### config.mk
export PLATFORM = sky130hd
export DESIGN_NAME = wdog_warn_top
export DESIGN_NICKNAME = d
export VERILOG_FILES = /design/src/rtl/wdog_pkg.sv /design/src/rtl/wdog_core.sv /design/src/rtl/nmi_merge.sv /design/src/rtl/wdog_warn_top.sv
export SDC_FILE = /design/constraint.sdc
export NUM_CORES = 1
export LEC_CHECK = 0
export ABC_AREA = 1
export ABC_CLOCK_PERIOD_IN_PS = 2600
export CELL_PAD_IN_SITES_DETAIL_PLACEMENT = 1
export CELL_PAD_IN_SITES_GLOBAL_PLACEMENT = 1
export CORE_MARGIN = 5
export CORE_UTILIZATION = 47
export CTS_BUF_LIST = sky130_fd_sc_hd__clkbuf_2
export CTS_CLUSTER_SIZE = 30
export DETAILED_ROUTE_END_ITERATION = 10
export DONT_BUFFER_PORTS = 1
export PLACE_DENSITY_LB_ADDON = 0.1
export SLEW_MARGIN = 40
export SYNTH_ARGS = -nofsm -noshare
export SYNTH_HDL_FRONTEND = slang
export SYNTH_SLANG_ARGS = --single-unit
### constraint.sdc
create_clock -name clk -period 2.6 [get_ports clk]
set_input_delay 0.26 -clock clk [delete_from_list [all_inputs] [get_ports clk]]
set_output_delay 0.26 -clock clk [all_outputs]
set_load 0.005 [all_outputs]
### src/rtl/wdog_pkg.sv
package wdog_pkg;
    typedef enum logic [1:0] {
        ST_OFF   = 2'd0,
        ST_RUN   = 2'd1,
        ST_GRACE = 2'd2
    } wd_state_e;
endpackage

### src/rtl/wdog_core.sv
module wdog_core
    import wdog_pkg::*;
#(
    parameter int unsigned CNT_W   = 8,
    parameter int unsigned KEY_W   = 8,
    parameter logic [KEY_W-1:0] KEY_VAL = 8'hA5,
    parameter int unsigned GRACE   = 10
) (
    input  logic             clk,
    input  logic             rst_n,
    input  logic             wr_valid,
    input  logic             wr_enable,
    input  logic [KEY_W-1:0] wr_key,
    input  logic             wr_reload,
    input  logic [CNT_W-1:0] wr_count,
    input  logic             tick,
    output logic             wd_nmi,
    output logic             rst_req
);
    localparam int unsigned CTR_W = CNT_W + 1;
    localparam logic [CTR_W-1:0] FULL_CNT  = CTR_W'(1) << CNT_W;
    localparam logic [CTR_W-1:0] GRACE_CNT = CTR_W'(GRACE);

    wd_state_e        state_q, state_d;
    logic [CTR_W-1:0] cnt_q, cnt_d;
    logic             bite_d, rst_q;
    logic             write_ok;
    logic             last_tick;
    logic [CTR_W-1:0] load_val;

    assign write_ok  = wr_valid && (wr_key == KEY_VAL);
    assign last_tick = (cnt_q <= CTR_W'(1));
    assign load_val  = (wr_count == '0) ? FULL_CNT : {1'b0, wr_count};

    // next-state and counter logic
    always_comb begin
        state_d = state_q;
        cnt_d   = cnt_q;
        bite_d  = 1'b0;
        if (write_ok) begin
            if (!wr_enable) begin
                state_d = ST_OFF;                      // disarm
            end else begin
                state_d = ST_RUN;                      // arm or kick
                if (state_q == ST_OFF || wr_reload)
                    cnt_d = load_val;
            end
        end else begin
            unique case (state_q)
                ST_OFF: ;
                ST_RUN: if (tick) begin
                    if (last_tick) begin
                        state_d = ST_GRACE;            // warn
                        cnt_d   = GRACE_CNT;
                    end else begin
                        cnt_d = cnt_q - CTR_W'(1);
                    end
                end
                ST_GRACE: if (tick) begin
                    if (last_tick) begin
                        state_d = ST_OFF;              // bite
                        bite_d  = 1'b1;
                    end else begin
                        cnt_d = cnt_q - CTR_W'(1);
                    end
                end
                default: state_d = ST_OFF;
            endcase
        end
    end

    // state register
    always_ff @(posedge clk or negedge rst_n) begin
        if (!rst_n) begin
            state_q <= ST_OFF;
            cnt_q   <= '0;
        end else begin
            state_q <= state_d;
            cnt_q   <= cnt_d;
        end
    end

    // outputs
    always_ff @(posedge clk or negedge rst_n) begin
        if (!rst_n) rst_q <= 1'b0;
        else        rst_q <= bite_d;
    end

    assign rst_req = rst_q;
    assign wd_nmi  = (state_q == ST_GRACE);
endmodule

### src/rtl/nmi_merge.sv
module nmi_merge #(
    parameter int unsigned NSRC = 2
) (
    input  logic            clk,
    input  logic            rst_n,
    input  logic [NSRC-1:0] src,
    output logic [NSRC-1:0] pend,
    output logic            cpu_nmi
);
    for (genvar i = 0; i < NSRC; i++) begin : g_bit
        always_ff @(posedge clk or negedge rst_n) begin
            if (!rst_n) pend[i] <= 1'b0;
            else        pend[i] <= src[i];
        end
    end

    assign cpu_nmi = |pend;
endmodule

### src/rtl/wdog_warn_top.sv
module wdog_warn_top #(
    parameter int unsigned CNT_W   = 8,
    parameter int unsigned KEY_W   = 8,
    parameter logic [KEY_W-1:0] KEY_VAL = 8'hA5,
    parameter int unsigned GRACE   = 10,
    parameter int unsigned NSRC    = 2,
    parameter int unsigned WD_SLOT = 1
) (
    input  logic             clk,
    input  logic             rst_n,
    input  logic             wr_valid,
    input  logic             wr_enable,
    input  logic [KEY_W-1:0] wr_key,
    input  logic             wr_reload,
    input  logic [CNT_W-1:0] wr_count,
    input  logic             tick,
    input  logic [NSRC-2:0]  ext_nmi,
    output logic             wd_nmi,
    output logic [NSRC-1:0]  nmi_pending,
    output logic             cpu_nmi,
    output logic             rst_req
);
    logic [NSRC-1:0] src;

    wdog_core #(
        .CNT_W(CNT_W), .KEY_W(KEY_W), .KEY_VAL(KEY_VAL), .GRACE(GRACE)
    ) u_core (
        .clk(clk), .rst_n(rst_n), .wr_valid(wr_valid), .wr_enable(wr_enable),
        .wr_key(wr_key), .wr_reload(wr_reload), .wr_count(wr_count),
        .tick(tick), .wd_nmi(wd_nmi), .rst_req(rst_req)
    );

    for (genvar i = 0; i < NSRC; i++) begin : g_src
        if (i < WD_SLOT) begin : g_lo
            assign src[i] = ext_nmi[i];
        end else if (i == WD_SLOT) begin : g_wd
            assign src[i] = wd_nmi;
        end else begin : g_hi
            assign src[i] = ext_nmi[i-1];
        end
    end

    nmi_merge #(.NSRC(NSRC)) u_merge (
        .clk(clk), .rst_n(rst_n), .src(src), .pend(nmi_pending), .cpu_nmi(cpu_nmi)
    );
endmodule

# ---- After elaboration in Yosys (flattened, before gate mapping)
# Cells that the tools add are included.
dict set report op_classes {
  n_addsub 1
  magnitude_cmp 1
  n_eq_ne 11
  mux 20
  n_reduce_logical 8
}
# cell count
set op_table {}
lappend op_table {{$mux W9} 8}
lappend op_table {{$pmux W9 S2} 1}
lappend op_table {{$mux W2} 5}
lappend op_table {{$le A9 B1 Y1 const B} 1}
lappend op_table {{$ne A3 B2 Y1 const B} 3}
lappend op_table {{$sub A9 B1 Y9 const B} 1}
lappend op_table {{$eq A8 B8 Y1 const B} 1}
lappend op_table {{$logic_not A8 Y1} 1}
lappend op_table {{$ne A3 B1 Y1 const B} 2}
lappend op_table {{$pmux W2 S3} 1}
lappend op_table {{$reduce_and A6 Y1} 1}
lappend op_table {{$mux W1} 5}
lappend op_table {{$reduce_and A5 Y1} 1}
lappend op_table {{$ne A2 B2 Y1 const B} 2}
lappend op_table {{$reduce_bool A3 Y1} 1}
lappend op_table {{$eq A2 B1 Y1 const B} 1}
lappend op_table {{$eq A2 B2 Y1 const B} 1}
lappend op_table {{$logic_not A2 Y1} 1}
lappend op_table {{$ne A2 B1 Y1 const B} 1}
lappend op_table {{$reduce_or A2 Y1} 1}
lappend op_table {{$logic_and A1 B1 Y1} 1}
lappend op_table {{$logic_or A1 B1 Y1} 1}
dict set report word_totals {
  regBits 14
  inputBits 23
  out_inout_bits 5
  word_cells 46
}

# ---- Longest topological paths before layout
dict set report depth {
  word_depth 5
  depth_mapped 11
  mapped_depth_nobuf 11
}

# ---- By module
# From an unflattened synthesis, not the netlist that was laid out.
dict set report unflattened {
  cells_unflattened 185
  area_unflattened_um2 1249.9
}
# mod instances cells_each area_per_inst_um2 seq_area_each_um2
set by_module_without_submodules {}
lappend by_module_without_submodules {wdog_core 1 180 1188.6 300.3}
lappend by_module_without_submodules {nmi_merge 1 5 61.3 50.0}

# ---- Worst setup path after synthesis
# OpenSTA, ideal clock, no wires.
dict set report synth_timing {
  kind {register to register}
  startpoint {register u_core.cnt_q[1]}
  endpoint {register u_core.cnt_q[0]}
  setup_time_ps 117
  t_arrival_ps 1268
  t_required_ps 2483
  slack_ps 1215
  stages_incl_launch_ff 12
  n_path_buf 0
  synth_period_minus_slack_ps 1385
  path_cell_list {dfrtp_1 inv_1 ha_1 inv_1 nor2_1 nand4_1 nand2_2 nand2_1 nor2_2 nor2_4 nand2_1 nand2_1}
}
dict set report synth_between {
  elab_chain_cells 5
}
# element line
set synth_lines {}
lappend synth_lines {{start: declaration} wdog_core.sv:25} ;# logic [CTR_W-1:0] cnt_q, cnt_d;
lappend synth_lines {{start signal: assignment} wdog_core.sv:79} ;# cnt_q <= cnt_d;
lappend synth_lines {{$le A9 B1 Y1 (*)} wdog_core.sv:32} ;# assign last_tick = (cnt_q <= CTR_W'(1));
lappend synth_lines {{$mux W9} wdog_core.sv:52} ;# if (last_tick) begin
lappend synth_lines {{$mux W9} wdog_core.sv:51} ;# ST_RUN: if (tick) begin
lappend synth_lines {{$pmux W9 S2} wdog_core.sv:49} ;# unique case (state_q)
lappend synth_lines {{$mux W9} wdog_core.sv:40} ;# if (write_ok) begin
# Every way passes the cells marked *; elsewhere a longest branch is shown, timed or not. The select of a mux whose other input is x is not followed.
# A chain may end at the register's enable or synchronous reset.

# ---- Worst setup path in the final report
dict set report layout_timing {
  startpoint {register u_core.cnt_q[0]}
  endpoint {register u_core.cnt_q[6]}
}
dict set report layout_between {
  elab_chain_cells 5
}
# element line
set layout_lines {}
lappend layout_lines {{$sub A9 B1 Y9 or $le A9 B1 Y1 (tied branches)} {wdog_core.sv:56, wdog_core.sv:64, wdog_core.sv:32}}
lappend layout_lines {{$mux W9, on equally long branches} {wdog_core.sv:60, wdog_core.sv:52}}
lappend layout_lines {{$mux W9, on equally long branches} {wdog_core.sv:59, wdog_core.sv:51}}
lappend layout_lines {{$pmux W9 S2} wdog_core.sv:49}
lappend layout_lines {{$mux W9} wdog_core.sv:40}
# Several ways; a longest one is shown, not always the timed one. The select of a mux whose other input is x is not followed.

==> impl_metrics.ini <==
[route]
ant_nets = 0
finalWirelength_microns = 3130
vias = 1150
wl_per_cell_microns = 14.4
firstDrtPassIters = 4
vias_per_cell = 5.28
drc = 0
first_iter_violations = 24

[critical_path]
r2r_cells = 11
cp-start-kind = flip-flop
cp_max_fo = 5
path_cells = inv_1 -> ha_1 -> nand2_1 -> inv_1 -> nand3_1 -> nand2_1 -> inv_1 -> nand3_1 -> nand2_1 -> nand2_1 -> nand2_1
crit_top_cell = nand2_1
rr_startpoint = u_core.cnt_q[0]
max_stage_delay_ns = 0.44
startpoint = u_core.cnt_q[0]
slowest_stage = dfrtp_1
required_ns = 2.80
worstSetupPathType = flip-flop to flip-flop
worstSetupEndpointType = flip-flop
cp_data_arrival_time_ns = 1.84

[global_route]
grt_use_total_pct = 19.4
grt_max_degree = 15
antenna_found_initial = 0
first_global_vias = 1169
grt.overflow.total = 0
grt_pass1_wl_microns = 5190

[timing]
fin_skew_ns = 0.00512
hold_viol_final = 0
fin_crit_ns = 1.64
period_share_pct = 63.1
tightest_slew_ns = 0.694
slew_headroom_pct = 53.6
slew_violations = 0
rsz0062_at_grt = no
max_freq_ghz = 0.610
finalSetupViolations = 0
finalWorstSetupSlack_ns = 0.961
tns_ns = 0

[power]
peakVddDrop_v = 0.000461
total_power_mw = 1.10
power_density_nw_per_um2 = 932
leakagePower_nw = 0.708

[placement]
port_buffers = 0
gp_congestion = 0.838
dp_hpwl_microns = 2520
pre_cts_slack_ns = 0.906

[synthesis]
synth_cell_type_count = 20
synth.ff_latch_count = 14
syn-cell-area_sq_um = 1130
synth_top_area_share_pct = 31.1
ys_seq_area_share_pct = 31.1
postSynthAreaPerCell_sq_um = 6.05
synth.area.top_cells = dfrtp_1 (31%), nand2_1 (25%), inv_1 (9.0%)
ys.warnings.count = 0
yosysTopAreaCell = dfrtp_1
netlist_instances = 186
synth_fp_nets = 211

[clocking]
cts.sinks = 14
cts_buffer_depth = 2
clk_latency_ns = 0.29
cts_root_buf = clkbuf_2
cts_buffers = 3
post-cts-setup-buffers = 0
ctsResizeCount = 0
cts_tree = yes
htreeDepth = 1
clk_pin_slew_worst_paths_ns = 0.16

[finish]
multi_input_area_sq_um = 659
n_antenna_cell = 0
regArea_sq_um = 350
drive_gt1_share_pct = 7.89
final_cell_mix = nand2_1 (75), inv_1 (27), nor2_1 (25)
syn2layout_area_growth_pct = 5.22
fin_nets = 216
final_common_cell = nand2_1
final_core_util_pct = 52.6
fill_cells = 340

[run]
drv_cap = 0

[die]
num_rows = 17
initial_core_util_pct = 49.9
fp.dieW_microns = 59.0
die_h_microns = 59.0
placeableCoreArea_sq_um = 2250
dieArea_sq_um = 3480
io_pins = 28

[status]
status = complete, no violations

[hold_path]
min_from = wr_enable
min_path_type = input pin to flip-flop
holdPathStages = 2
synth_stat cells:
library cell / number
nand3_2: 3
xor2_1: 3
nand3_1: 14
inv_1: 27
nor3_1: 1
o21ai_0: 2
xnor2_1: 1
ha_1: 2
nand2_2: 4
nor2_2: 3
nand4_1: 5
and3_1: 1
a21oi_1: 2
buf_6: 1
dfrtp_1: 14
nor2_4: 1
clkbuf_1: 1
or2_2: 1
nand2_1: 75
nor2_1: 25
area by class of cell:
| class | instances | share of cell area (%) |
|---|---|---|
| clock inverters | 1 | 0.317 |
| clock buffers | 3 | 1.27 |
| inverters | 27 | 8.55 |
| multi-input cells | 143 | 55.6 |
| flip-flops and latches | 14 | 29.6 |
| well taps | 28 | 2.96 |
| repair buffers | 2 | 1.69 |
critical path, delay by kind of cell, from the launching register on:
kind	cells	cell delay [ns]
adders and majority gates	1	0.22
buffers and inverters	3	0.35
DFF	1	0.44
and+or+nand+nor	7	0.55
per-layer routing:
| layer | vias to the layer above | global-route usage, % | share of wire, % |
|---|---|---|---|
| met5 | - | 0 | 0 |
| met1 | 546 | 25.7 | 47 |
| met2 | 27 | 32.8 | 47 |
| li1 | 573 | - | - |
| met3 | 4 | 3.51 | 5.1 |
| met4 | 0 | 3.88 | 0.67 |
registers in the layout, indices dropped and copies added, names as in the netlist:
name            count
u_core.cnt_q        9
u_core.state_q      2
u_merge.pend        2
u_core.rst_req      1
metrics by stage:
stage	area (sq um)	hold slack (ns)	cells
finish	1180	0.0767	218
global route	1180	0.0623	218
CTS	1180	0.0726	218
detailed placement	1150	-0.0352	212
global placement	1150	-0.0352	212
floorplan	1130	-0.0356	186
kinds of logic after synthesis:
| logic type | count (synthesis) | share of synthesized area (%) |
|---|---|---|
| buffers and inverters | 29 | 10.3 |
| AOI/OAI and AO/OA | 4 | 1.78 |
| and+or+nand+nor | 133 | 51.4 |
| DFF | 14 | 31.1 |
| adders and majority gates | 2 | 2.22 |
| xor gates and xnor gates | 4 | 3.11 |
path summary, 6_finish.rpt:
path / endpoint / slack, ns
max: u_core.cnt_q[6] / 0.96
min: u_core.state_q[0] / 0.08
max reg2reg: u_core.cnt_q[6] / 0.96
min reg2reg: u_core.cnt_q[1] / 0.56
max in group asynchronous: u_core.cnt_q[1] / 1.73
min in group asynchronous: u_core.rst_req / 0.43
power breakdown:
group	leakage [nW]	switching [mW]	total, mW	internal [mW]
sequential	0.185	0.0733	0.349	0.276
clock	0.0140	0.0790	0.112	0.0334
combinational	0.509	0.412	0.643	0.230
total	0.708	0.565	1.10	0.540
what timing repair did:
item,CTS,global route
endpoints found under the hold margin,15,0
hold buffers,2,0
endpoints found under the setup margin,0,0
No activity file was read; power rests on OpenSTA's default activity.
